### src/rtl/dbp_pkg.sv
package dbp_pkg;
  typedef enum logic [1:0] {
    BT_EXEC = 2'b00,
    BT_WO   = 2'b01,
    BT_IO   = 2'b10,
    BT_RW   = 2'b11
  } bp_type_e;

  // Non-monotonic length code: 00->1, 01->2, 10->8, 11->4
  function automatic logic [3:0] len_bytes(input logic [1:0] code);
    case (code)
      2'b00:   len_bytes = 4'd1;
      2'b01:   len_bytes = 4'd2;
      2'b10:   len_bytes = 4'd8;
      default: len_bytes = 4'd4;
    endcase
  endfunction

  function automatic logic type_relevant(input logic [1:0] typ, input logic is_write);
    if (is_write) type_relevant = typ[0];
    else          type_relevant = (bp_type_e'(typ) == BT_RW);
  endfunction
endpackage

### src/rtl/dbp_slot.sv
module dbp_slot #(
  parameter int AW         = 32,
  parameter int SIZE_W     = 4,
  parameter int PAGE_SHIFT = 12
) (
  input  logic [AW-1:0]     bp_addr_i,
  input  logic [1:0]        typ_i,
  input  logic [1:0]        len_code_i,
  input  logic [1:0]        en_bits_i,
  input  logic [AW-1:0]     acc_addr_i,
  input  logic [SIZE_W-1:0] acc_size_i,
  input  logic              acc_write_i,
  output logic              rel_en_o,
  output logic              page_en_o,
  output logic              match_o
);
  import dbp_pkg::*;

  localparam int XW = AW + 1;

  logic          typ_ok, same_page, considered, enabled;
  logic [XW-1:0] acc_lo, acc_hi, bp_lo, bp_hi;

  always_comb begin
    typ_ok     = type_relevant(typ_i, acc_write_i);
    enabled    = |en_bits_i;
    same_page  = (bp_addr_i[AW-1:PAGE_SHIFT] == acc_addr_i[AW-1:PAGE_SHIFT]);
    considered = typ_ok & same_page;
    acc_lo     = {1'b0, acc_addr_i};
    acc_hi     = acc_lo + XW'(acc_size_i);
    bp_lo      = {1'b0, bp_addr_i};
    bp_hi      = bp_lo + XW'(len_bytes(len_code_i));
    rel_en_o   = typ_ok & enabled;
    page_en_o  = considered & enabled;
    match_o    = considered & (acc_lo < bp_hi) & (acc_hi > bp_lo);
  end
endmodule

### src/rtl/dbp_combine.sv
module dbp_combine #(
  parameter int NUM_SLOTS = 4,
  localparam int RES_W    = NUM_SLOTS + 2
) (
  input  logic                 active_i,
  input  logic                 vendor_all_i,
  input  logic                 sys_i,
  input  logic [NUM_SLOTS-1:0] page_en_i,
  input  logic [NUM_SLOTS-1:0] match_i,
  output logic [RES_W-1:0]     result_o
);
  localparam int SIL = NUM_SLOTS + 1;

  logic [NUM_SLOTS-1:0] both;

  always_comb begin
    both     = page_en_i & match_i;
    result_o = '0;
    if (active_i) begin
      result_o[0] = |page_en_i;
      if (|both) begin
        if (!vendor_all_i)  result_o[NUM_SLOTS:1] = both;
        else if (!sys_i)    result_o[NUM_SLOTS:1] = match_i;
        else                result_o[SIL]         = 1'b1;
      end
    end
  end
endmodule

### src/rtl/dbp_range_match.sv
module dbp_range_match #(
  parameter int AW         = 32,
  parameter int SIZE_W     = 4,
  parameter int PAGE_SHIFT = 12,
  parameter int NUM_SLOTS  = 4,
  localparam int CTRL_W    = 16 + 4 * NUM_SLOTS,
  localparam int RES_W     = NUM_SLOTS + 2
) (
  input  logic                    clk_i,
  input  logic                    rst_ni,
  input  logic                    acc_valid_i,
  input  logic [AW-1:0]           acc_addr_i,
  input  logic [SIZE_W-1:0]       acc_size_i,
  input  logic                    acc_write_i,
  input  logic                    acc_sys_i,
  input  logic                    resume_i,
  input  logic                    vendor_all_i,
  input  logic [CTRL_W-1:0]       ctrl_i,
  input  logic [NUM_SLOTS*AW-1:0] bp_addr_i,
  output logic [RES_W-1:0]        result_o,
  output logic                    result_valid_o
);
  logic [NUM_SLOTS-1:0] rel_en, page_en, match;
  logic [RES_W-1:0]     res_d;
  logic                 active;

  for (genvar i = 0; i < NUM_SLOTS; i++) begin : g_slot
    dbp_slot #(.AW(AW), .SIZE_W(SIZE_W), .PAGE_SHIFT(PAGE_SHIFT)) u_slot (
      .bp_addr_i  (bp_addr_i[i*AW +: AW]),
      .typ_i      (ctrl_i[16 + 4*i +: 2]),
      .len_code_i (ctrl_i[18 + 4*i +: 2]),
      .en_bits_i  (ctrl_i[2*i +: 2]),
      .acc_addr_i (acc_addr_i),
      .acc_size_i (acc_size_i),
      .acc_write_i(acc_write_i),
      .rel_en_o   (rel_en[i]),
      .page_en_o  (page_en[i]),
      .match_o    (match[i])
    );
  end

  assign active = !resume_i && (|rel_en);

  dbp_combine #(.NUM_SLOTS(NUM_SLOTS)) u_combine (
    .active_i    (active),
    .vendor_all_i(vendor_all_i),
    .sys_i       (acc_sys_i),
    .page_en_i   (page_en),
    .match_i     (match),
    .result_o    (res_d)
  );

  always_ff @(posedge clk_i or negedge rst_ni) begin
    if (!rst_ni) begin
      result_o       <= '0;
      result_valid_o <= 1'b0;
    end else begin
      result_valid_o <= acc_valid_i;
      if (acc_valid_i) result_o <= res_d;
    end
  end
endmodule

### config.mk
export PLATFORM = sky130hd
export DESIGN_NAME = dbp_range_match
export DESIGN_NICKNAME = d
export VERILOG_FILES = /design/src/rtl/dbp_pkg.sv /design/src/rtl/dbp_slot.sv /design/src/rtl/dbp_combine.sv /design/src/rtl/dbp_range_match.sv
export SDC_FILE = /design/constraint.sdc
export NUM_CORES = 1
export LEC_CHECK = 0
export BUFFER_PORTS_ARGS = -buffer_cell sky130_fd_sc_hd__buf_2
export CAP_MARGIN = 20
export CORE_MARGIN = 3
export CORE_UTILIZATION = 45
export CTS_CLUSTER_SIZE = 28
export DETAILED_ROUTE_END_ITERATION = 7
export PLACE_DENSITY = 0.67
export SLEW_MARGIN = 20
export SYNTH_ARGS = -nofsm -noshare
export SYNTH_HDL_FRONTEND = slang
export SYNTH_SLANG_ARGS = --single-unit
### constraint.sdc
create_clock -name clk_i -period 0.8 [get_ports clk_i]
set_input_delay 0.2 -clock clk_i [delete_from_list [all_inputs] [get_ports clk_i]]
set_output_delay 0.2 -clock clk_i [all_outputs]
set_load 0.02 [all_outputs]
==> key figures <==
Die
  • Core footprint: 22920 sq um
  • Initial Utilization: between 40% and 50%
  • DIE WIDTH: roughly 160 um
  • Placement Rows: between 50 and 60
  • Chip height: around 160 um
  • Die area: around 26000 sq um
  • Ports: 210

Timing
  • RSZ-0062 raised after global routing: yes
  • Final hold violation count: 0
  • Final slew viol count: 0
  • Clock skew: 0 ns
  • Tightest hold margin: between 0.2 and 0.25 ns
  • Final worst slack: -3.155 ns
  • Final-report setup violation count: 13
  • Final period util: 494.3%
  • Relative slew slack: 44.89%
  • Setup TNS: -17.83 ns
  • Fmax achieved: 252.9 MHz
  • Fin crit period: 3.955 ns
  • Worst-margin pin slew: a little over 0.8 ns

Power
  • Sw Ratio: 47.02%
  • Sequential share of power: 3.6%
  • Peak VDD IR: 1.197 mV
  • PD cells: 618.3 nW/um^2
  • Logic gate share of total power: about 87%
  • Switching pwr: 4.703 mW
  • Int Pwr: 5.300 mW
  • Clock power share: 9.0%
  • Leakage Power: 8.149 nW

Detailed routing
  • First-pass DRT Iterations: 5
  • Post-route ant nets: 0
  • Vias/cell: 5.557
  • DR iter-0 viols: 896
  • Routed len/inst: 18.26 um
  • Vias: 13200
  • Drt drc: 0
  • Total wire length: approximately 43000 um

Global routing
  • GRT Total Usage: 32.02%
  • Vias in the first global route: 13330
  • First-pass GRT wire length: 66200 um
  • Initial antenna violation count: 0
  • GR Overflow Total: 0
  • Largest net degree at the start of global routing: 13

Placed design
  • Gp weighted congestion: 1.018
  • Post-DP HPWL: 38150 um
  • Post-DP Area: roughly 16000 sq um
  • # port buffers: 201

Critical path
  • Startpoint types: primary input
  • Worst Path Required: 0.95 ns
  • Max Fanout on Critical Path: 5
  • Worst reg2reg startpoint: result_o[0]
  • Crit path from: ctrl_i[18]
  • CP arrival: 4.10 ns
  • Crit. End Element: register
  • CP Class: in -> reg

Cells and area
  • Ant. Diodes: 0
  • Footprint of the multi-input gates: 10370 sq um
  • Reg area: 175.2 sq um
  • Design area: about 16000 sq um
  • Fillers: around 1900
  • Nets@finish: 2543
  • Layout cell share with drive strength beyond 1: 37.39%
  • Area Growth Syn to Fin: 51.97%

Synthesis
  • Post-synthesis sequential area ratio: 1.646%
  • Ys async rst share: 100.0%
  • Post-synth top area share: 31.97%
  • Post-Syn Nets: 1898
  • Synthesized flop and latch total: 7
  • Biggest area consumer among synthesized cells: ha_1
  • Synthesized area: approximately 11000 sq um
  • Ys Warns: 0
  • Syn_area_per_cell: between 7 and 8 sq um
  • Largest cells by area after synthesis: ha_1 32%, xnor2_1 15%, inv_1 5.3%
  • Synth Instances: 1418
  • Top_reg_cell synth: dfrtp_1
  • Netlist cell types: 76
  • EDFF count, synth: 0

Run status
  • Outcome: finished with violations
  • Failing checks: setup timing

Clock network
  • Clk pin slew, worst setup/hold paths: 0.04 ns
  • CTS root buffer: clkbuf_16
  • CTS buffer count: 3
  • CTS tree: done
  • Htree depth: 1
  • Clock Latency Late Sink: around 0.24 ns
  • Sink Count: 7
  • Longest Clk Path Bufs: 2

Hold path
  • Hold WC Path Type: in -> reg
  • Min-delay src: acc_sys_i

Job
  • Max Cap Viol: 0
[final timing paths]
path / end / slack [ns] / cells after the start
setup reg to reg: result_o[0] / 0.05 / 3
hold reg to reg: result_o[4] / 0.55 / 2
max in group asynchronous: result_o[0] / 0.31 / 2
setup / recovery: result_o[2] / -3.15 / 20
min in group asynchronous: result_o[5] / 0.33 / 2
hold / removal: result_o[5] / 0.24 / 3
[power by group through the flow]
stage / Clock, mW / Sequential [mW] / Combinational (mW)
after floorplan: 0 / 0.367 / 4.15
after global placement: 0 / 0.364 / 8.04
after detailed placement: 0 / 0.363 / 8.29
after CTS: 0.894 / 0.360 / 8.46
after global routing: 0.909 / 0.360 / 9.60
final: 0.902 / 0.360 / 8.74
[flip-flops by register name, indices dropped and copies added, names as in the netlist]
signal	flops
result_o	6
result_valid_o	1
[worst max-delay path, cell delays in order]
cell and delay, ns:
buf_2 0.13, nor2b_4 0.13, ha_1 0.27, a21o_1 0.11
a21oi_1 0.08, nor2b_1 0.16, o211a_1 0.20, nand2_2 0.11
nor4_4 0.29, nand2_1 0.16, xnor2_2 0.16, ha_1 0.29
a211o_1 0.33, a221oi_2 0.20, o21ai_2 0.11, a311o_1 0.36
a221oi_4 0.31, a2111oi_4 0.09, buf_6 0.15, o32ai_2 0.24
[cell families after synthesis]
kind of cell | synth area share, %
simple gates | 23.32
fa+ha+maj | 32.91
compound gates | 17.04
xor+xnor | 18.92
buf+inv | 6.159
flops | 1.646
[area by class of cell]
type	instances	share of cell area, %
sequential	7	1.083
tap	313	2.421
multi-input combinational	1237	64.09
clock buffer	4	0.4872
timing repair buffer	664	28.44
inverter	150	3.480
[synthesized netlist by cell type (5+ instances only)]
cell type	instances
ha_1	272
xnor2_1	184
inv_1	149
nand2_1	107
a21oi_1	92
nand4_1	74
nor2_1	67
nand3_1	58
o21ai_0	49
xor2_1	46
nor4_1	30
a21o_1	27
nor3_1	24
clkbuf_1	22
and3_1	18
and4_1	16
nor2b_1	16
a211oi_1	12
o211ai_1	10
nand2b_1	9
and2_1	8
a41oi_1	7
dfrtp_1	7
o21a_1	7
a211o_1	6
a221oi_1	6
o21bai_1	6
a2111oi_0	5
fa_1	5
[placed cells by master (no fill, tap or decap), types with 27 or more instances in the layout]
cell type	synthesis	routed
buf_4	0	451
ha_1	272	270
buf_2	2	191
xnor2_1	184	172
inv_1	149	149
nand2_1	107	106
a21oi_1	92	86
nand4_1	74	74
nor2_1	67	61
nand3_1	58	58
xor2_1	46	44
o21ai_0	49	44
a21o_1	27	27
[through the flow]
stage               power (mW)  util [%]  setup slack, ns  cells
floorplan                4.520         -           -2.758   1418
global placement         8.399     67.79           -3.422   2366
detailed placement       8.649     67.79           -3.529   2366
CTS                      9.715     69.47           -3.151   2372
global route             10.87     70.60           -3.379   2375
finish                   10.00     70.60           -3.155   2375
[what timing repair did]
| action | 4_1_cts | 5_1_grt |
|---|---|---|
| endpoints found under the hold margin | 7 | 0 |
| setup buffers | 2 | 3 |
| pin swaps | 15 | 22 |
| setup endpoints to repair | 13 | 13 |
| gates resized for setup | 56 | 41 |
| hold buffers | 1 | 0 |
[layer usage]
metal | part of all wire [%] | track usage, %
met3 | 6.8 | 1.971
met1 | 44 | 42.53
met2 | 46 | 55.56
met5 | 0 | 0
met4 | 3.3 | 10.06
(Power assumes the default switching activity.)
